`src/rtl/mdv_pkg.sv`:
```
package mdv_pkg;
  typedef enum logic [1:0] {ST_IDLE, ST_CHECK, ST_WALK} mdv_state_e;
endpackage

```
`src/rtl/mdv_hash.sv`:
```
module mdv_hash #(
  parameter int ADDR_W = 6,
  parameter int IDX_W  = 3
) (
  input  logic [ADDR_W-1:0] addr_i,
  output logic [IDX_W-1:0]  idx_o
);
  localparam int NCH   = (ADDR_W + IDX_W - 1) / IDX_W;
  localparam int PAD_W = NCH * IDX_W;

  logic [PAD_W-1:0] pad;
  logic [NCH-1:0][IDX_W-1:0] chunk;

  assign pad = PAD_W'(addr_i);

  for (genvar g = 0; g < NCH; g++) begin : g_slice
    assign chunk[g] = pad[g*IDX_W +: IDX_W];
  end

  always_comb begin
    idx_o = '0;
    for (int i = 0; i < NCH; i++) idx_o = idx_o ^ chunk[i];
  end
endmodule

```
`src/rtl/mdv_ts_table.sv`:
```
module mdv_ts_table #(
  parameter int ADDR_W = 6,
  parameter int TS_W   = 4,
  parameter int IDX_W  = 3
) (
  input  logic              clk_i,
  input  logic              rst_ni,
  input  logic [IDX_W-1:0]  a_idx_i,
  output logic              a_vld_o,
  output logic [ADDR_W-1:0] a_tag_o,
  output logic [TS_W-1:0]   a_rd_o,
  output logic [TS_W-1:0]   a_wr_o,
  input  logic [IDX_W-1:0]  b_idx_i,
  output logic [ADDR_W-1:0] b_tag_o,
  input  logic              set_en_i,
  input  logic [ADDR_W-1:0] set_tag_i,
  input  logic [TS_W-1:0]   set_rd_i,
  input  logic [TS_W-1:0]   set_wr_i,
  input  logic              clr_en_i
);
  localparam int ENT = 1 << IDX_W;

  logic              vld_q [ENT];
  logic [ADDR_W-1:0] tag_q [ENT];
  logic [TS_W-1:0]   rd_q  [ENT];
  logic [TS_W-1:0]   wr_q  [ENT];

  assign a_vld_o = vld_q[a_idx_i];
  assign a_tag_o = tag_q[a_idx_i];
  assign a_rd_o  = rd_q[a_idx_i];
  assign a_wr_o  = wr_q[a_idx_i];
  assign b_tag_o = tag_q[b_idx_i];

  // set uses port a index, clear uses port b index
  always_ff @(posedge clk_i or negedge rst_ni) begin
    if (!rst_ni) begin
      for (int i = 0; i < ENT; i++) begin
        vld_q[i] <= 1'b0;
        tag_q[i] <= '0;
        rd_q[i]  <= '0;
        wr_q[i]  <= '0;
      end
    end else if (set_en_i) begin
      vld_q[a_idx_i] <= 1'b1;
      tag_q[a_idx_i] <= set_tag_i;
      rd_q[a_idx_i]  <= set_rd_i;
      wr_q[a_idx_i]  <= set_wr_i;
    end else if (clr_en_i) begin
      vld_q[b_idx_i] <= 1'b0;
      rd_q[b_idx_i]  <= '0;
      wr_q[b_idx_i]  <= '0;
    end
  end

  p_clear_frees_r9: assert property (@(posedge clk_i) disable iff (!rst_ni)
    (clr_en_i && !set_en_i) |=> !vld_q[$past(b_idx_i)]);
endmodule

```
`src/rtl/mdv_undo_log.sv`:
```
module mdv_undo_log #(
  parameter int IDX_W  = 3,
  parameter int DATA_W = 16,
  parameter int DEPTH  = 4
) (
  input  logic              clk_i,
  input  logic              rst_ni,
  input  logic              push_i,
  input  logic [IDX_W-1:0]  push_idx_i,
  input  logic [DATA_W-1:0] push_data_i,
  input  logic              pop_i,
  output logic [IDX_W-1:0]  top_idx_o,
  output logic [DATA_W-1:0] top_data_o,
  output logic              full_o,
  output logic              empty_o
);
  localparam int CNT_W = $clog2(DEPTH + 1);
  localparam int PTR_W = (DEPTH > 1) ? $clog2(DEPTH) : 1;

  logic [IDX_W-1:0]  idx_q [DEPTH];
  logic [DATA_W-1:0] dat_q [DEPTH];
  logic [CNT_W-1:0]  cnt_q;
  logic [PTR_W-1:0]  top_ptr;
  logic [PTR_W-1:0]  wr_ptr;

  assign top_ptr    = PTR_W'(cnt_q - 1'b1);
  assign wr_ptr     = PTR_W'(cnt_q);
  assign top_idx_o  = idx_q[top_ptr];
  assign top_data_o = dat_q[top_ptr];
  assign full_o     = (cnt_q == CNT_W'(DEPTH));
  assign empty_o    = (cnt_q == '0);

  always_ff @(posedge clk_i or negedge rst_ni) begin
    if (!rst_ni) begin
      cnt_q <= '0;
      for (int i = 0; i < DEPTH; i++) begin
        idx_q[i] <= '0;
        dat_q[i] <= '0;
      end
    end else if (push_i) begin
      idx_q[wr_ptr] <= push_idx_i;
      dat_q[wr_ptr] <= push_data_i;
      cnt_q         <= cnt_q + 1'b1;
    end else if (pop_i) begin
      cnt_q <= cnt_q - 1'b1;
    end
  end

  p_push_not_full_r7: assert property (@(posedge clk_i) disable iff (!rst_ni)
    push_i |-> (!full_o && !pop_i));
  p_pop_not_empty_r9: assert property (@(posedge clk_i) disable iff (!rst_ni)
    pop_i |-> !empty_o);
endmodule

```
`src/rtl/spec_mem_validator.sv`:
```
module spec_mem_validator
  import mdv_pkg::*;
#(
  parameter int ADDR_W    = 6,
  parameter int DATA_W    = 16,
  parameter int TS_W      = 4,
  parameter int IDX_W     = 3,
  parameter int LOG_DEPTH = 4
) (
  input  logic              clk_i,
  input  logic              rst_ni,
  input  logic              req_valid_i,
  output logic              req_ready_o,
  input  logic              req_write_i,
  input  logic [ADDR_W-1:0] req_addr_i,
  input  logic [DATA_W-1:0] req_wdata_i,
  input  logic [TS_W-1:0]   req_ts_i,
  output logic              rsp_valid_o,
  output logic [DATA_W-1:0] rsp_rdata_o,
  input  logic              commit_i,
  input  logic              rollback_i,
  output logic              walk_done_o,
  output logic              abort_o
);
  localparam int WORDS = 1 << ADDR_W;

  mdv_state_e        state_q;
  logic              p_write_q;
  logic [ADDR_W-1:0] p_addr_q;
  logic [DATA_W-1:0] p_wdata_q;
  logic [TS_W-1:0]   p_ts_q;
  logic              walk_rb_q, abort_q, done_q, rsp_valid_q;
  logic [DATA_W-1:0] rsp_rdata_q;
  logic [DATA_W-1:0] mem_q [WORDS];

  logic [IDX_W-1:0]  chk_idx;
  logic              e_vld;
  logic [ADDR_W-1:0] e_tag, walk_tag;
  logic [TS_W-1:0]   e_rd, e_wr, cur_rd, cur_wr, new_rd, new_wr;
  logic [IDX_W-1:0]  log_top_idx;
  logic [DATA_W-1:0] log_top_data;
  logic              log_full, log_empty;
  logic              hit, chk_bad, chk_tbl_we, chk_mem_we;
  logic              in_check, alloc_go, tbl_we, walk_pop, accept;

  mdv_hash #(.ADDR_W(ADDR_W), .IDX_W(IDX_W)) u_hash (
    .addr_i(p_addr_q), .idx_o(chk_idx)
  );

  mdv_ts_table #(.ADDR_W(ADDR_W), .TS_W(TS_W), .IDX_W(IDX_W)) u_table (
    .clk_i, .rst_ni,
    .a_idx_i(chk_idx), .a_vld_o(e_vld), .a_tag_o(e_tag), .a_rd_o(e_rd), .a_wr_o(e_wr),
    .b_idx_i(log_top_idx), .b_tag_o(walk_tag),
    .set_en_i(tbl_we), .set_tag_i(p_addr_q), .set_rd_i(new_rd), .set_wr_i(new_wr),
    .clr_en_i(walk_pop)
  );

  mdv_undo_log #(.IDX_W(IDX_W), .DATA_W(DATA_W), .DEPTH(LOG_DEPTH)) u_log (
    .clk_i, .rst_ni,
    .push_i(alloc_go), .push_idx_i(chk_idx), .push_data_i(mem_q[p_addr_q]),
    .pop_i(walk_pop), .top_idx_o(log_top_idx), .top_data_o(log_top_data),
    .full_o(log_full), .empty_o(log_empty)
  );

  // timestamp-ordering verdict for the pending request
  always_comb begin
    hit        = e_vld && (e_tag == p_addr_q);
    cur_rd     = hit ? e_rd : '0;
    cur_wr     = hit ? e_wr : '0;
    new_rd     = cur_rd;
    new_wr     = cur_wr;
    chk_bad    = 1'b0;
    chk_tbl_we = 1'b0;
    chk_mem_we = 1'b0;
    if (e_vld && !hit) begin
      chk_bad = 1'b1;
    end else if (!e_vld && log_full) begin
      chk_bad = 1'b1;
    end else if (!p_write_q) begin
      if (p_ts_q < cur_wr) chk_bad = 1'b1;
      else begin
        chk_tbl_we = 1'b1;
        if (p_ts_q > cur_rd) new_rd = p_ts_q;
      end
    end else begin
      if (p_ts_q < cur_rd) chk_bad = 1'b1;
      else if (p_ts_q >= cur_wr) begin
        chk_tbl_we = 1'b1;
        chk_mem_we = 1'b1;
        new_wr     = p_ts_q;
      end
    end
  end

  assign in_check    = (state_q == ST_CHECK);
  assign alloc_go    = in_check && !e_vld && !chk_bad;
  assign tbl_we      = in_check && chk_tbl_we;
  assign walk_pop    = (state_q == ST_WALK) && !log_empty;
  assign req_ready_o = (state_q == ST_IDLE) && !abort_q && !commit_i && !rollback_i;
  assign accept      = req_valid_i && req_ready_o;

  always_ff @(posedge clk_i or negedge rst_ni) begin
    if (!rst_ni) begin
      state_q     <= ST_IDLE;
      p_write_q   <= 1'b0;
      p_addr_q    <= '0;
      p_wdata_q   <= '0;
      p_ts_q      <= '0;
      walk_rb_q   <= 1'b0;
      abort_q     <= 1'b0;
      done_q      <= 1'b0;
      rsp_valid_q <= 1'b0;
      rsp_rdata_q <= '0;
    end else begin
      done_q      <= 1'b0;
      rsp_valid_q <= 1'b0;
      unique case (state_q)
        ST_IDLE: begin
          if (rollback_i) begin
            walk_rb_q <= 1'b1;
            state_q   <= ST_WALK;
          end else if (commit_i && !abort_q) begin
            walk_rb_q <= 1'b0;
            state_q   <= ST_WALK;
          end else if (accept) begin
            p_write_q   <= req_write_i;
            p_addr_q    <= req_addr_i;
            p_wdata_q   <= req_wdata_i;
            p_ts_q      <= req_ts_i;
            rsp_rdata_q <= mem_q[req_addr_i];
            rsp_valid_q <= !req_write_i;
            state_q     <= ST_CHECK;
          end
        end
        ST_CHECK: begin
          if (chk_bad) abort_q <= 1'b1;
          state_q <= ST_IDLE;
        end
        ST_WALK: begin
          if (log_empty) begin
            done_q  <= 1'b1;
            if (walk_rb_q) abort_q <= 1'b0;
            state_q <= ST_IDLE;
          end
        end
        default: state_q <= ST_IDLE;
      endcase
    end
  end

  always_ff @(posedge clk_i or negedge rst_ni) begin
    if (!rst_ni) begin
      for (int i = 0; i < WORDS; i++) mem_q[i] <= '0;
    end else if (in_check && chk_mem_we) begin
      mem_q[p_addr_q] <= p_wdata_q;
    end else if (walk_pop && walk_rb_q) begin
      mem_q[walk_tag] <= log_top_data;
    end
  end

  assign rsp_valid_o = rsp_valid_q;
  assign rsp_rdata_o = rsp_rdata_q;
  assign walk_done_o = done_q;
  assign abort_o     = abort_q;

  p_abort_blocks_r8: assert property (@(posedge clk_i) disable iff (!rst_ni)
    abort_o |-> !req_ready_o);
  p_abort_clear_r10: assert property (@(posedge clk_i) disable iff (!rst_ni)
    $fell(abort_q) |-> $past(state_q == ST_WALK && walk_rb_q));
  p_load_rsp_r2: assert property (@(posedge clk_i) disable iff (!rst_ni)
    rsp_valid_o |-> $past(accept && !req_write_i));
  p_done_after_walk_r9: assert property (@(posedge clk_i) disable iff (!rst_ni)
    walk_done_o |-> ($past(state_q == ST_WALK) && log_empty));
  p_stale_store_dropped_r5: assert property (@(posedge clk_i) disable iff (!rst_ni)
    (in_check && p_write_q && hit && p_ts_q >= e_rd && p_ts_q < e_wr)
      |=> mem_q[p_addr_q] == $past(mem_q[p_addr_q]));
endmodule

```
`config.mk`:
```
export PLATFORM = sky130hd
export DESIGN_NAME = spec_mem_validator
export DESIGN_NICKNAME = d
export VERILOG_FILES = /design/src/rtl/mdv_pkg.sv /design/src/rtl/mdv_hash.sv /design/src/rtl/mdv_ts_table.sv /design/src/rtl/mdv_undo_log.sv /design/src/rtl/spec_mem_validator.sv
export SDC_FILE = /design/constraint.sdc
export NUM_CORES = 2
export LEC_CHECK = 0
export BUFFER_PORTS_ARGS = -buffer_cell sky130_fd_sc_hd__buf_2
export CORE_MARGIN = 2
export CORE_UTILIZATION = 35
export CTS_CLUSTER_SIZE = 28
export DETAILED_ROUTE_END_ITERATION = 10
export GPL_ROUTABILITY_DRIVEN = 0
export SYNTH_ARGS = -nofsm -noshare
export SYNTH_HDL_FRONTEND = slang
export SYNTH_SLANG_ARGS = --single-unit
```
`constraint.sdc`:
```
create_clock -name clk_i -period 9.21 [get_ports clk_i]
set_input_delay 1.3815 -clock clk_i [delete_from_list [all_inputs] [get_ports clk_i]]
set_output_delay 1.3815 -clock clk_i [all_outputs]
set_load 0.005 [all_outputs]
```
Word-level counts from Yosys, hierarchy flattened
Index checks and enable logic that the tools add are counted.

word-level totals
  bits in registers = 1272
  input port bits = 32
  output and inout bits = 20
  logic and storage cells = 300

cells by class
  add/subtract/negate cells = 2
  $lt $le $gt $ge = 16
  equality and inequality tests = 8
  multiplexer cells = 105
  bitwise logic cells = 16
  reductions and logical operators = 38

operators by type and width
  operator            count
  $bwmux 1024         2
  $mux 1024           2
  $bmux 16 s6         2
  $demux 16 s6        2
  $mux 16             9
  $mux 32             4
  $mux 4              18
  $and 32x32->32      2
  $bwmux 32           2
  $bwmux 64           1
  $bwmux 48           1
  $bmux 6 s3          2
  $bmux 16 s2         1
  $demux 16 s2        1
  $not 32->32         1
  $mux 6              5
  $mux 1              29
  $bmux 4 s3          2
  $demux 4 s3         2
  $ge 7x7->1 const B  3
  $not 6->7           3
  $logic_and 1x1->1   19
  $demux 6 s3         1
  $mux 8              2
  38 further kinds    69

Logic depth before layout (Yosys ltp)
  depth in word-level cells = 17
  depth in mapped cells = 24
  depth with buffers taken out = 18

Cells and area by module
A second synthesis with hierarchy kept.

unflattened totals
  cells, all modules = 7877
  area, all modules = 77849.7 sq um

modules (own cells, without submodules)
  module              times used  cells each  area an instance (sq um)  sequential area each (sq um)
  spec_mem_validator  1           7219        68145.4                   26850.8
  mdv_ts_table        1           448         5968.2                    3002.9
  mdv_undo_log        1           207         3709.8                    1976.9
  mdv_hash            1           3           26.3                      0.0

Least setup slack after synthesis
OpenSTA, ideal clock, no wires.

  path kind = register -> register
  start point = register p_addr_q[0]
  end point = register mem_q[645] in the netlist's numbering
  setup time = 0.121 ns
  arrival = 5.625 ns
  data required time = 9.089 ns
  path slack = 3.464 ns
  cell stages (with the launch flop) = 21
  buffers on the path = 7
  period minus slack after synthesis = 5.746 ns
  cells stage by stage = dfrtp_1 > buf_4 > xor2_4 > buf_6 > buf_1 > clkbuf_1 > mux4_2 > mux2i_1 > nand2b_1 > ha_1 > nor2b_1 > o21ai_0 > nand2b_1 > a21oi_1 > a211o_1 > buf_2 > buf_1 > nor4_4 > buf_2 > a22oi_1 > nand2_1

on the way
  word-level cells in the longest chain between the ends = 16

ends and longest elaborated chain
  element                                                line                       text
  from (decl)                                            spec_mem_validator.sv:29   logic [ADDR_W-1:0] p_addr_q;
  from (signal assigned)                                 spec_mem_validator.sv:127  p_addr_q <= req_addr_i;
  $xor 3x3->3                                            mdv_hash.sv:22             for (int i = 0; i < NCH; i++) idx_o = idx_o ^ chunk[i];
  $not 3->4 (implied by the code)                        -
  $bmux 6 s3                                             mdv_ts_table.sv:29         assign a_tag_o = tag_q[a_idx_i];
  $mux 6 (implied by the code) (2 in a row)              mdv_ts_table.sv:29
  $eq 6x6->1                                             spec_mem_validator.sv:67   hit = e_vld && (e_tag == p_addr_q);
  $logic_and 1x1->1                                      spec_mem_validator.sv:67
  $mux 4                                                 spec_mem_validator.sv:69   cur_wr = hit ? e_wr : '0;
  $ge 4x4->1                                             spec_mem_validator.sv:87   else if (p_ts_q >= cur_wr) begin
  $mux 1                                                 spec_mem_validator.sv:87
  $mux 1                                                 spec_mem_validator.sv:86   if (p_ts_q < cur_rd) chk_bad = 1'b1;
  $mux 1                                                 spec_mem_validator.sv:79   end else if (!p_write_q) begin
  $mux 1                                                 spec_mem_validator.sv:77   end else if (!e_vld && log_full) begin
  $mux 1                                                 spec_mem_validator.sv:75   if (e_vld && !hit) begin
  $logic_and 1x1->1                                      spec_mem_validator.sv:154  end else if (in_check && chk_mem_we) begin
  $mux 1024 / $reduce_bool 2->1 (equally long branches)  -
  to (signal, indexed assignment)                        spec_mem_validator.sv:155  mem_q[p_addr_q] <= p_wdata_q;
  to (signal, indexed assignment)                        spec_mem_validator.sv:157  mem_q[walk_tag] <= log_top_data;
  to (decl)                                              spec_mem_validator.sv:34   logic [DATA_W-1:0] mem_q [WORDS];

Several ways; a longest one is shown, not always the timed one. The select of a mux whose other input is x is not followed.
A chain may end at the register's enable or synchronous reset.

Worst setup path after layout
  start point = register p_addr_q[0]
  end point = register mem_q[421] in the netlist's numbering

Same word-level chain as after synthesis.

==> metrics.md <==
| Metric | Value |
|---|---|
| Vias in the first global route | `roughly 64000` |
| Row count | `166` |
| Largest net degree at the start of global routing | `166` |
| Share of cells above drive strength 1 | `between 15 and 20%` |
| Clock transition at path regs | `0.06 ns` |
| Fmax | `141.2 MHz` |
| Post-CTS setup buffers | `0` |
| Inserted Clock Buffers | `around 150` |
| Post-layout nets | `6447` |
| Pleak | `32.01 nW` |
| Register area share after synthesis | `44.40%` |
| Worst Setup Start Kind | `flip-flop` |
| Max cap viols | `1` |
| Failing checks | `capacitance limit, slew limit` |
| Total die area | `around 0.21 mm2` |
| Met3 routed WL | `between 50 and 60 mm` |
| Synth Cell Area | `0.07169 mm2` |
| Dpl cell area | `0.07477 mm2` |
| GRT Total Usage | `between 30% and 40%` |
| H-tree depth | `4` |
| Comb power frac | `27.8%` |
| Hold Crit Class | `flip-flop to flip-flop` |
| Post-synth EDFFs | `0` |
| Fin. max-slew vios | `2` |
| Pre-CTS WS | `~2.2 ns` |
| Synth Flop Type | `dfrtp_1` |
| CTS tree | `done` |
| Gate Count Post-Synth | `6726` |
| PwrDens | `212.7 mW/mm2` |
| Via/cell ratio | `7.201` |
| Worst ir drop on vdd | `0.3107 mV` |
| Fin area | `0.07996 mm2` |
| Post-synth ARST share | `100.0%` |
| Max Used Layer | `met5` |
| Cell-internal power | `0.01018 W` |
| Yosys warns | `0` |
| Drt total wl | `333.5 mm` |
| Tot Pwr | `around 0.017 W` |
| Worst hold stages | `2` |
| Hold buffer count at CTS | `0` |
| Post-synth top cells | `dfrtp_1, nand2_1, nor2_1` |
| Final WS setup | `~2.1 ns` |
| Core area | `approximately 0.2 mm2` |
| Max FO, Critical Path | `26` |
| Met2 wire len | `around 140 mm` |
| Worst r2r path cells | `21` |
| Final Hold Viols | `0` |
| Drt drc | `0` |
| Clk root buf | `clkbuf_16` |
| WP data arrival | `just under 8 ns` |
| Most frequent cell after synthesis | `dfrtp_1` |
| Average size of a mapped cell | `around 11 um2` |
| CP Class | `flip-flop to flip-flop` |
| CP endpoint kind | `flip-flop` |
| Headroom to the max-slew limit | `-3.763%` |
| Placed cell count | `approximately 8900` |
| Initial antenna violation count | `27` |
| Final non-filler cell total | `9228` |
| Min cycle time layout | `just over 7 ns` |
| DR iter-0 viols | `11890` |
| Chip Width | `456.6 um` |
| Critical Path RT | `between 9 and 10 ns` |
| Flop pwr share | `a little over a third` |
| RSZ-0062 raised after global routing | `false` |
| Resize count post-CTS | `0` |
| Die span in y | `456.6 um` |
| Leading area contributor after synthesis | `dfrtp_1` |
| Sw Pwr | `0.006823 W` |
| M1 WL | `117.1 mm` |
| Clk network pwr share | `37.3%` |
| Setup TNS Final | `0 ns` |
| I/O Buffers | `51` |
| Worst slew pin tran | `1.549 ns` |
| Routed via count | `66450` |
| Tcrit/Tclk final | `roughly 77%` |
| Outcome | `finished with violations` |
| First-pass GRT wire length | `476.5 mm` |
| Clock sinks | `~1300` |
| Net count after synthesis | `6771` |
| Area growth syn-to-layout | `11.55%` |
| Clock Tree Buf Depth | `3` |
| Synth top area share | `44.40%` |
| Final antenna-violating net count | `0` |
| FF+latch count, synth | `about 1300` |
| Count of cell types in the netlist | `76` |
| Final HPWL DP | `between 150 and 200 mm` |
| Top post-synthesis cells by area | `dfrtp_1, mux4_2, a221o_1` |
| Worst-Skew Late Latency | `~0.84 ns` |
| DR pass1 iterations | `7` |
| Io pins | `52` |
| Switching Share | `40.12%` |
| Total gr overflow | `0` |
| Initial Util | `a little over a third` |
| Clock skew | `0.04455 ns` |
| Routed len/inst | `roughly 36 um` |
| Setup violators final | `0` |
## stage by stage
stage / util (%) / hold slack (ns)
final: 39.17 / 0.4783
after detailed placement: 36.62 / 0.4703
after global routing: 39.15 / 0.4977
after CTS: 39.14 / 0.4875
after global placement: 36.62 / 0.4633
after floorplan: - / 0.4509
## area by class of cell
| class | instances | area (um2) |
|---|---|---|
| antenna | 18 | 45.04 |
| timing repair buffer | 285 | 2344 |
| sequential | 1272 | 31840 |
| multi-input combinational | 4542 | 36650 |
| tap | 2688 | 3363 |
| fill | 19380 | 124200 |
| clock buffer | 207 | 4320 |
| clock inverter | 63 | 830.8 |
| inverter | 153 | 574.3 |
## flip-flops by register name, summed over array words and instances, names as in the netlist, 2 cells and up
name           cells
u_log.dat_q       64
u_table.rd_q      32
u_log.cnt_q        3
rsp_rdata_o       16
p_wdata_q         16
u_table.tag_q     48
p_addr_q           6
state_q            2
u_log.idx_q       12
u_table.wr_q      32
p_ts_q             4
u_table.vld_q      8
mem_q           1024
## final timing paths
kind,startpoint,endpoint,slack (ns)
min,p_wdata_q[3]$_DFFE_PN0P_,p_wdata_q[3]$_DFFE_PN0P_,0.48
min reg2reg,p_wdata_q[3]$_DFFE_PN0P_,p_wdata_q[3]$_DFFE_PN0P_,0.48
max in group asynchronous,rst_ni,mem_q[1000]$_DFFE_PN0P_,6.47
min in group asynchronous,rst_ni,walk_done_o$_DFF_PN0_,0.59
max reg2reg,p_addr_q[0]$_DFFE_PN0P_,mem_q[421]$_DFFE_PN0P_,2.13
max,p_addr_q[0]$_DFFE_PN0P_,mem_q[421]$_DFFE_PN0P_,2.13
## critical path, stage by stage (launching register included)
cell      delay (ns)
dfrtp_1         0.73
xor2_4          0.64
buf_4           0.41
mux4_2          0.55
mux2i_1         0.19
xor2_1          0.20
nand2_1         0.15
nor3_1          0.16
buf_4           0.21
inv_1           0.08
or2_2           0.30
ha_1            0.30
o21ai_0         0.09
nand2b_1        0.08
a21oi_1         0.16
a211oi_4        0.23
buf_4           0.36
nand2_1         0.09
buf_4           0.24
nor2_4          0.88
buf_4           0.56
a221o_1         0.27
## cells by family (layout without fill, tap and decap cells)
family	count (synthesis)	count (layout)	share of synthesized area [%]
AOI/OAI and AO/OA	2036	2036	22.53
and+or+nand+nor	1959	1959	13.17
DFF	1272	1272	44.40
buffers and inverters	912	708	5.138
muxes	523	523	14.34
adders and majority gates	13	13	0.2269
xor gates and xnor gates	11	11	0.1920
other	0	18	0
## layer usage
layer	global-route usage (%)	vias up
met5	0.5970	-
met4	21.45	26
met3	13.43	1551
met2	42.75	6184
met1	38.84	33290
li1	-	25400
## layout by cell type, fill, tap and decap left out, drive strengths merged, types with 50 or more instances in the layout
master  Yosys  routed
a221oi     61      61
buf       248     285
a21oi     106     106
nand3b    123     123
nand3     132     132
nand2     694     694
and2      102     102
dfrtp    1272    1272
o211ai    135     135
o22ai      50      50
nor4       54      54
o221ai     78      78
o21ai     199     199
a221o     539     539
clkbuf    511     207
inv       153     159
nor2      663     663
a31oi      61      61
nand4      58      58
mux4      391     391
mux2      112     112
a22oi     598     598
a22o       92      92
## power groups by stage
| stage | Clock [W] | Sequential (W) | Combinational [W] |
|---|---|---|---|
| CTS | 0.00634 | 0.00592 | 0.00444 |
| finish | 0.00635 | 0.00593 | 0.00473 |
| floorplan | 0 | 0.00585 | 0.00247 |
| detailed placement | 0 | 0.00602 | 0.00444 |
| global route | 0.00658 | 0.00593 | 0.00468 |
| global placement | 0 | 0.00602 | 0.00441 |
No activity file was read; power rests on OpenSTA's default activity.
